==> config.mk <==
export PLATFORM = sky130hd
export DESIGN_NAME = pwm_dt_gen
export DESIGN_NICKNAME = d
export VERILOG_FILES = /design/src/rtl/pwm_dt_pkg.sv /design/src/rtl/pwm_dt_regs.sv /design/src/rtl/pwm_dt_timebase.sv /design/src/rtl/pwm_dt_deadtime.sv /design/src/rtl/pwm_dt_gen.sv
export SDC_FILE = /design/constraint.sdc
export NUM_CORES = 1
export LEC_CHECK = 0
export ABC_CLOCK_PERIOD_IN_PS = 8600
export BUFFER_PORTS_ARGS = -buffer_cell sky130_fd_sc_hd__clkbuf_2
export CAP_MARGIN = 20
export CORE_ASPECT_RATIO = 0.6
export CORE_MARGIN = 2
export CORE_UTILIZATION = 55
export DETAILED_ROUTE_END_ITERATION = 10
export GPL_TIMING_DRIVEN = 0
export PLACE_DENSITY = 0.77
export SLEW_MARGIN = 20
export SYNTH_ARGS = -nofsm -noshare
export SYNTH_HDL_FRONTEND = slang
export SYNTH_SLANG_ARGS = --single-unit
==> constraint.sdc <==
create_clock -name clk -period 8.6 [get_ports clk]
set_input_delay 1.29 -clock clk [delete_from_list [all_inputs] [get_ports clk]]
set_output_delay 1.29 -clock clk [all_outputs]
set_load 0.01 [all_outputs]
==> src/rtl/pwm_dt_pkg.sv <==
package pwm_dt_pkg;

    typedef enum logic [1:0] {
        MODE_COMP  = 2'b00,
        MODE_REDUN = 2'b01,
        MODE_PUSH  = 2'b10,
        MODE_RSVD  = 2'b11
    } out_mode_e;

    typedef enum logic [1:0] {
        ST_IDLE   = 2'b00,
        ST_SLOT_A = 2'b01,
        ST_SLOT_B = 2'b10
    } gen_state_e;

    // Control word, bit 9 down to bit 0.
    typedef struct packed {
        logic      enable;
        logic      center;
        logic      ovr_lvl_h;
        logic      ovr_lvl_l;
        logic      ovr_en_l;
        logic      ovr_en_h;
        logic      ovr_sync;
        logic      imm;
        out_mode_e mode;
    } ctl_t;

    localparam int CTL_W = $bits(ctl_t);

    localparam logic [2:0] A_PER   = 3'd0;
    localparam logic [2:0] A_DUTY  = 3'd1;
    localparam logic [2:0] A_PHASE = 3'd2;
    localparam logic [2:0] A_DTR   = 3'd3;
    localparam logic [2:0] A_DTA   = 3'd4;
    localparam logic [2:0] A_CTL   = 3'd5;

endpackage

==> src/rtl/pwm_dt_regs.sv <==
module pwm_dt_regs
    import pwm_dt_pkg::*;
#(
    parameter int CW  = 16,
    parameter int DTW = 8
) (
    input  logic           clk,
    input  logic           rst_n,
    input  logic           wr_en,
    input  logic [2:0]     wr_addr,
    input  logic [CW-1:0]  wr_data,
    input  logic           run,
    input  logic           commit,
    output ctl_t           ctl_o,
    output logic [CW-1:0]  per_o,
    output logic [CW-1:0]  duty_o,
    output logic [CW-1:0]  phase_o,
    output logic [DTW-1:0] dtr_o,
    output logic [DTW-1:0] dta_o
);

    logic [CW-1:0]  per_s, duty_s, phase_s;
    logic [DTW-1:0] dtr_s, dta_s;
    ctl_t           ctl_q;

    // Shadow registers written by software.
    always_ff @(posedge clk or negedge rst_n) begin
        if (!rst_n) begin
            per_s   <= '0;
            duty_s  <= '0;
            phase_s <= '0;
            dtr_s   <= '0;
            dta_s   <= '0;
            ctl_q   <= '0;
        end else if (wr_en) begin
            case (wr_addr)
                A_PER:   per_s   <= wr_data;
                A_DUTY:  duty_s  <= wr_data;
                A_PHASE: phase_s <= wr_data;
                A_DTR:   dtr_s   <= wr_data[DTW-1:0];
                A_DTA:   dta_s   <= wr_data[DTW-1:0];
                A_CTL:   ctl_q   <= ctl_t'(wr_data[CTL_W-1:0]);
                default: ;
            endcase
        end
    end

    // Working set: one shared load enable, so all values move together.
    always_ff @(posedge clk or negedge rst_n) begin
        if (!rst_n) begin
            per_o  <= '0;
            duty_o <= '0;
            dtr_o  <= '0;
            dta_o  <= '0;
        end else if (ctl_q.imm || commit || !run) begin
            per_o  <= per_s;
            duty_o <= duty_s;
            dtr_o  <= dtr_s;
            dta_o  <= dta_s;
        end
    end

    // Phase is consumed only at the restart edge, which is the commit edge.
    assign phase_o = phase_s;
    assign ctl_o   = ctl_q;

endmodule

==> src/rtl/pwm_dt_timebase.sv <==
module pwm_dt_timebase #(
    parameter int CW = 16
) (
    input  logic          clk,
    input  logic          rst_n,
    input  logic          run,
    input  logic          center,
    input  logic [CW-1:0] per,
    input  logic [CW-1:0] phase,
    output logic [CW-1:0] cnt_o,
    output logic          last_o
);

    localparam logic [CW-1:0] ONE = {{(CW-1){1'b0}}, 1'b1};

    logic [CW-1:0] cnt_q;
    logic          down_q;

    always_comb begin
        if (center) last_o = run && down_q && (cnt_q == '0);
        else        last_o = run && (cnt_q >= per);
    end

    always_ff @(posedge clk or negedge rst_n) begin
        if (!rst_n) begin
            cnt_q  <= '0;
            down_q <= 1'b0;
        end else if (!run) begin
            cnt_q  <= '0;
            down_q <= 1'b0;
        end else if (!center) begin
            down_q <= 1'b0;
            cnt_q  <= last_o ? phase : cnt_q + ONE;
        end else if (down_q) begin
            if (cnt_q == '0) begin
                down_q <= 1'b0;
                cnt_q  <= ONE;
            end else begin
                cnt_q  <= cnt_q - ONE;
            end
        end else if (cnt_q >= per) begin
            down_q <= 1'b1;
            cnt_q  <= (cnt_q == '0) ? cnt_q : cnt_q - ONE;
        end else begin
            cnt_q  <= cnt_q + ONE;
        end
    end

    assign cnt_o = cnt_q;

endmodule

==> src/rtl/pwm_dt_deadtime.sv <==
module pwm_dt_deadtime #(
    parameter int DTW = 8
) (
    input  logic           clk,
    input  logic           rst_n,
    input  logic           run,
    input  logic           raw,
    input  logic [DTW-1:0] dtr,
    input  logic [DTW-1:0] dta,
    output logic           raw_q_o,
    output logic           hi_o,
    output logic           lo_o
);

    localparam logic [DTW-1:0] ONE = {{(DTW-1){1'b0}}, 1'b1};

    logic           raw_q;
    logic [DTW-1:0] since_q;

    // Clocks since the last raw edge, saturating.
    always_ff @(posedge clk or negedge rst_n) begin
        if (!rst_n) begin
            raw_q   <= 1'b0;
            since_q <= '0;
        end else if (!run) begin
            raw_q   <= 1'b0;
            since_q <= '0;
        end else begin
            raw_q <= raw;
            if (raw != raw_q)      since_q <= '0;
            else if (since_q != '1) since_q <= since_q + ONE;
        end
    end

    assign raw_q_o = raw_q;
    assign hi_o    = raw_q  && (since_q >= dtr);
    assign lo_o    = !raw_q && (since_q >= dta);

endmodule

==> src/rtl/pwm_dt_gen.sv <==
module pwm_dt_gen
    import pwm_dt_pkg::*;
#(
    parameter int CW  = 16,
    parameter int DTW = 8
) (
    input  logic          clk,
    input  logic          rst_n,
    input  logic          wr_en,
    input  logic [2:0]    wr_addr,
    input  logic [CW-1:0] wr_data,
    output logic          pwm_h_o,
    output logic          pwm_l_o
);

    ctl_t           ctl_q;
    logic [CW-1:0]  per_a, duty_a, phase_s, cnt, duty_eff, half_alt;
    logic [DTW-1:0] dtr_a, dta_a;
    logic           last, commit, run, raw, raw_q, comp_h, comp_l;
    logic           gen_h, gen_l;
    logic           ovr_en_h_q, ovr_en_l_q, ovr_lvl_h_q, ovr_lvl_l_q;
    gen_state_e     state_q, state_d;

    assign run    = (state_q != ST_IDLE);
    assign commit = last && run;

    pwm_dt_regs #(.CW(CW), .DTW(DTW)) i_regs (
        .clk(clk), .rst_n(rst_n), .wr_en(wr_en), .wr_addr(wr_addr),
        .wr_data(wr_data), .run(run), .commit(commit), .ctl_o(ctl_q),
        .per_o(per_a), .duty_o(duty_a), .phase_o(phase_s),
        .dtr_o(dtr_a), .dta_o(dta_a)
    );

    pwm_dt_timebase #(.CW(CW)) i_tb (
        .clk(clk), .rst_n(rst_n), .run(run), .center(ctl_q.center),
        .per(per_a), .phase(phase_s), .cnt_o(cnt), .last_o(last)
    );

    // Center-aligned clamp: duty never below half the alternate dead time.
    assign half_alt = {{(CW-DTW){1'b0}}, dta_a >> 1};
    assign duty_eff = (ctl_q.center && (duty_a < half_alt)) ? half_alt : duty_a;
    assign raw      = (cnt < duty_eff);

    pwm_dt_deadtime #(.DTW(DTW)) i_dt (
        .clk(clk), .rst_n(rst_n), .run(run), .raw(raw),
        .dtr(dtr_a), .dta(dta_a), .raw_q_o(raw_q),
        .hi_o(comp_h), .lo_o(comp_l)
    );

    // Next-state logic.
    always_comb begin
        state_d = state_q;
        unique case (state_q)
            ST_IDLE:   if (ctl_q.enable) state_d = ST_SLOT_A;
            ST_SLOT_A: if (last)         state_d = ST_SLOT_B;
            ST_SLOT_B: if (last)         state_d = ST_SLOT_A;
            default:                     state_d = ST_IDLE;
        endcase
        if (!ctl_q.enable) state_d = ST_IDLE;
    end

    // State register.
    always_ff @(posedge clk or negedge rst_n) begin
        if (!rst_n) state_q <= ST_IDLE;
        else        state_q <= state_d;
    end

    // Override state: follows control each clock, or only at period end.
    always_ff @(posedge clk or negedge rst_n) begin
        if (!rst_n) begin
            ovr_en_h_q  <= 1'b0;
            ovr_en_l_q  <= 1'b0;
            ovr_lvl_h_q <= 1'b0;
            ovr_lvl_l_q <= 1'b0;
        end else if (!ctl_q.ovr_sync || commit || !run) begin
            ovr_en_h_q  <= ctl_q.ovr_en_h;
            ovr_en_l_q  <= ctl_q.ovr_en_l;
            ovr_lvl_h_q <= ctl_q.ovr_lvl_h;
            ovr_lvl_l_q <= ctl_q.ovr_lvl_l;
        end
    end

    // Outputs.
    always_comb begin
        unique case (ctl_q.mode)
            MODE_REDUN: begin
                gen_h = raw_q;
                gen_l = raw_q;
            end
            MODE_PUSH: begin
                gen_h = raw_q && (state_q == ST_SLOT_A);
                gen_l = raw_q && (state_q == ST_SLOT_B);
            end
            default: begin
                gen_h = comp_h;
                gen_l = comp_l;
            end
        endcase
        if (!run) begin
            pwm_h_o = ctl_q.ovr_lvl_h;
            pwm_l_o = ctl_q.ovr_lvl_l;
        end else begin
            pwm_h_o = ovr_en_h_q ? ovr_lvl_h_q : gen_h;
            pwm_l_o = ovr_en_l_q ? ovr_lvl_l_q : gen_l;
        end
    end

endmodule

==> flow_summary.toml <==
[status]
outcome = "complete, no violations"

[final_layout]
nets = 901
syn_to_final_growth_pct = 12.0
final_common_cell = "dfrtp_1"
antenna_cells = 0
fin_cells = 1037
drive_above_1_share_pct = 24.3
final_cell_mix = "dfrtp_1 (154), mux2_2 (117), ha_1 (58), inv_1 (53), nand2_1 (48)"
fin_util_pct = 63.1

[setup_path]
cp.required_ns = 7.31
path_buf_inv = 2
critPathKind = "reg2out"
reg2reg_depth = 10
crit_path_max_fanout = 3
max_stage_delay_ns = 0.39
path_cells = "inv_1 -> ha_1 -> nand2b_1 -> a21o_1 -> a21o_1 -> a21o_1 -> a211oi_1 -> o2111a_1 -> nor2_1 -> clkbuf_2"
r2r-end = "i_tb.cnt_o[6]$_DFFE_PN0P_"
critPathArrivalTime_ns = 2.61
slowest_stage = "dfrtp_1"
cpLargestDelayFamily = "compound AO/OA/AOI/OAI gates"
r2r_setup_slack_ns = 4.81
cpMostUsedCell = "a21o_1"
reg2reg_from = "i_tb.cnt_o[0]$_DFFE_PN0P_"
startpoint_type = "flop"
end_kind = "output port"

[global_routing]
first_global_vias = 6109
grt_usage_pct = 26.7
grt_pass1_wl_um = 34300
grt_max_degree = 81
grt_overflow = 0
antenna_found_initial = 2

[power]
combPwrFrac_pct = 45.7
p_leak_nw = 4.37
p_clk_share_pct = 22.0
switching_share_pct = 41.2
p_sw_mw = 1.52
power.density_mw_per_mm2 = 380
internal_power_mw = 2.17
seq_power_share_pct = 32.3
ir_worst_vdd_mv = 0.180

[hold_path]
hp-class = "reg2reg"
hold_path_end = "i_regs.per_o[9]$_DFFE_PN0P_"
hold_start = "i_regs.per_o[9]$_DFFE_PN0P_"
min_path_cells = 1

[synth]
avgSynthCellArea_sq_um = 11.1
synth-edff-count = 0
ys_ff_latch = 154
ys_warn_count = 0
synth.distinct_cells = 66
synth-async-reset-ratio_pct = 100
synthesis.nets = 860
ys.flop_type = "dfrtp_1"
syn-cell-area_sq_mm = 0.00866
syn_inst = 780
seq_area_frac_synth_pct = 44.5

[clock_network]
post_cts_buffers = 0
insertion_delay_ns = 0.42
clockBufferDepth = 2
numCtsBuffers = 17
root_buffer = "clkbuf_16"
holdBufCountCts = 0
clk_pin_slew_ns = 0.07
cts_resized = 0
clock_sinks = 154
htree_levels = 4
cts_tree = "built"

[timing]
finalSetupViolCount = 0
period_minus_slack_ns = 3.90
slew_headroom_pct = 26.2
slew_viol_final = 0
max_freq_mhz = 257
worst_pin_slew_ns = 1.10
hold_viol = 0
skew_ns = 0.00993
tns_ns = 0
rsz0062_at_grt = "no"
fin_crit_sh_pct = 45.3
hold_ws_ns = 0.488

[placed_design]
dp.cells = 1005
io_buffers = 21
dp_hpwl_um = 15200
gp_congestion = 0.920

[routing]
dr.pass1.iters = 5
wl_met1_um = 10700
wire_per_inst_um = 20.7
wl_met2_um = 8680
wl_met3_um = 1800
routed-via-count = 6319
ant_nets = 0
detail_route.iter0.violations = 651
drc_errors = 0
topRoutingLayerUsed = "met4"
vias_per_cell = 6.09
wirelength_um = 21500

[die]
die_h_um = 101
design.die.area_sq_mm = 0.0168
initial_core_util_pct = 56.3
ios = 24
fp.dieW_um = 166
row_count = 35
core-area_sq_mm = 0.0154

[job]
drv.max_cap_violation_count = 0
stage by stage:
stage                     cell area [sq um]  power [mW]  worst slack (ns)
after floorplan                        8660        2.36              5.45
after global placement                 9020        2.76              3.57
after detailed placement               9070        2.81              4.95
after CTS                              9700        3.65              4.69
after global routing                   9700        3.92              4.58
final                                  9700        3.69              4.70
synthesized netlist by cell type (4+ instances only):
cell type,number,area [sq um]
dfrtp_1,154,3850
mux2_2,117,1320
ha_1,58,726
inv_1,53,199
nand2_1,48,180
nor2_1,31,116
a21oi_1,27,135
o21ai_0,26,130
nand3_1,25,125
nor3_1,22,110
mux2i_1,20,200
clkbuf_1,17,63.8
xnor2_1,14,123
a211oi_1,13,97.6
xor2_1,13,114
mux2_1,9,101
a21o_1,7,52.6
a31oi_1,7,43.8
and3_1,7,43.8
nor4_1,7,43.8
or3_1,7,43.8
buf_6,6,67.6
nand2b_1,6,37.5
o211ai_1,6,45.0
o21a_1,6,45.0
buf_2,5,25.0
nand4_1,5,31.3
and2_1,4,25.0
mux2_4,4,60.1
nor2b_1,4,25.0
routing by layer:
layer / track usage (%) / vias up
li1: - / 2898
met4: 7.02 / 0
met2: 37.0 / 259
met3: 7.23 / 34
met5: 0 / -
met1: 41.2 / 3128
cells by family (layout without fill, tap and decap cells):
logic type / Yosys count / after routing / synth area share [%]
AOI/OAI and AO/OA: 115 / 115 / 8.87
xor gates and xnor gates: 27 / 27 / 2.73
adders and majority gates: 58 / 58 / 8.38
buffers and inverters: 88 / 142 / 4.54
DFF: 154 / 154 / 44.5
muxes: 151 / 151 / 19.7
and+or+nand+nor: 187 / 187 / 11.3
worst reg2reg max path, cell delays in order (launching register included):
cell,delay (ns)
dfrtp_1,0.60
inv_1,0.16
ha_1,0.31
nand2b_1,0.14
a211oi_1,0.31
o21ai_0,0.23
a21oi_1,0.67
clkbuf_1,0.50
o21ai_0,0.31
a31oi_1,0.33
o22ai_1,0.12
worst max path at each step:
stage	startpoint	end	depth (start not counted)
after floorplan	i_regs.duty_o[6]$_DFFE_PN0P_	i_dt.since_q[0]$_DFFE_PN0P_	14
after global placement	rst_n	i_regs.per_o[1]$_DFFE_PN0P_	1
after detailed placement	wr_addr[0]	i_regs.per_s[13]$_DFFE_PN0P_	5
after CTS	i_dt.since_q[0]$_DFFE_PN0P_	pwm_l_o	10
after global routing	i_dt.since_q[0]$_DFFE_PN0P_	pwm_l_o	10
final	i_dt.since_q[0]$_DFFE_PN0P_	pwm_l_o	10
registers in the layout, summed over array words and instances (netlist names):
signal	cells
i_regs.per_s	16
ovr_en_l_q	1
i_regs.ctl_o	10
i_dt.raw_q_o	1
i_regs.dta_s	8
ovr_lvl_l_q	1
state_q	2
i_dt.since_q	8
i_regs.per_o	16
i_regs.dtr_s	8
i_regs.duty_s	16
ovr_lvl_h_q	1
i_tb.cnt_o	16
ovr_en_h_q	1
i_tb.down_q	1
i_regs.phase_o	16
i_regs.dtr_o	8
i_regs.duty_o	16
i_regs.dta_o	8
power by group through the flow:
| stage | Combinational, mW | Sequential (mW) | Clock, mW |
|---|---|---|---|
| 2_1_floorplan | 1.25 | 1.11 | 0 |
| 3_3_place_gp | 1.57 | 1.18 | 0 |
| 3_5_place_dp | 1.62 | 1.19 | 0 |
| 4_1_cts | 1.65 | 1.18 | 0.816 |
| 5_1_grt | 1.86 | 1.22 | 0.850 |
| 6_report | 1.68 | 1.19 | 0.810 |
area by class of cell:
| class | instances | area (sq um) |
|---|---|---|
| flip-flops and latches | 154 | 3850 |
| inverters | 54 | 203 |
| fillers | 1189 | 5670 |
| clock inverters | 14 | 201 |
| well taps | 203 | 254 |
| repair buffers | 22 | 141 |
| plain buffers | 34 | 190 |
| multi-input cells | 538 | 4430 |
| clock buffers | 18 | 429 |
No activity file was read; power rests on OpenSTA's default activity.
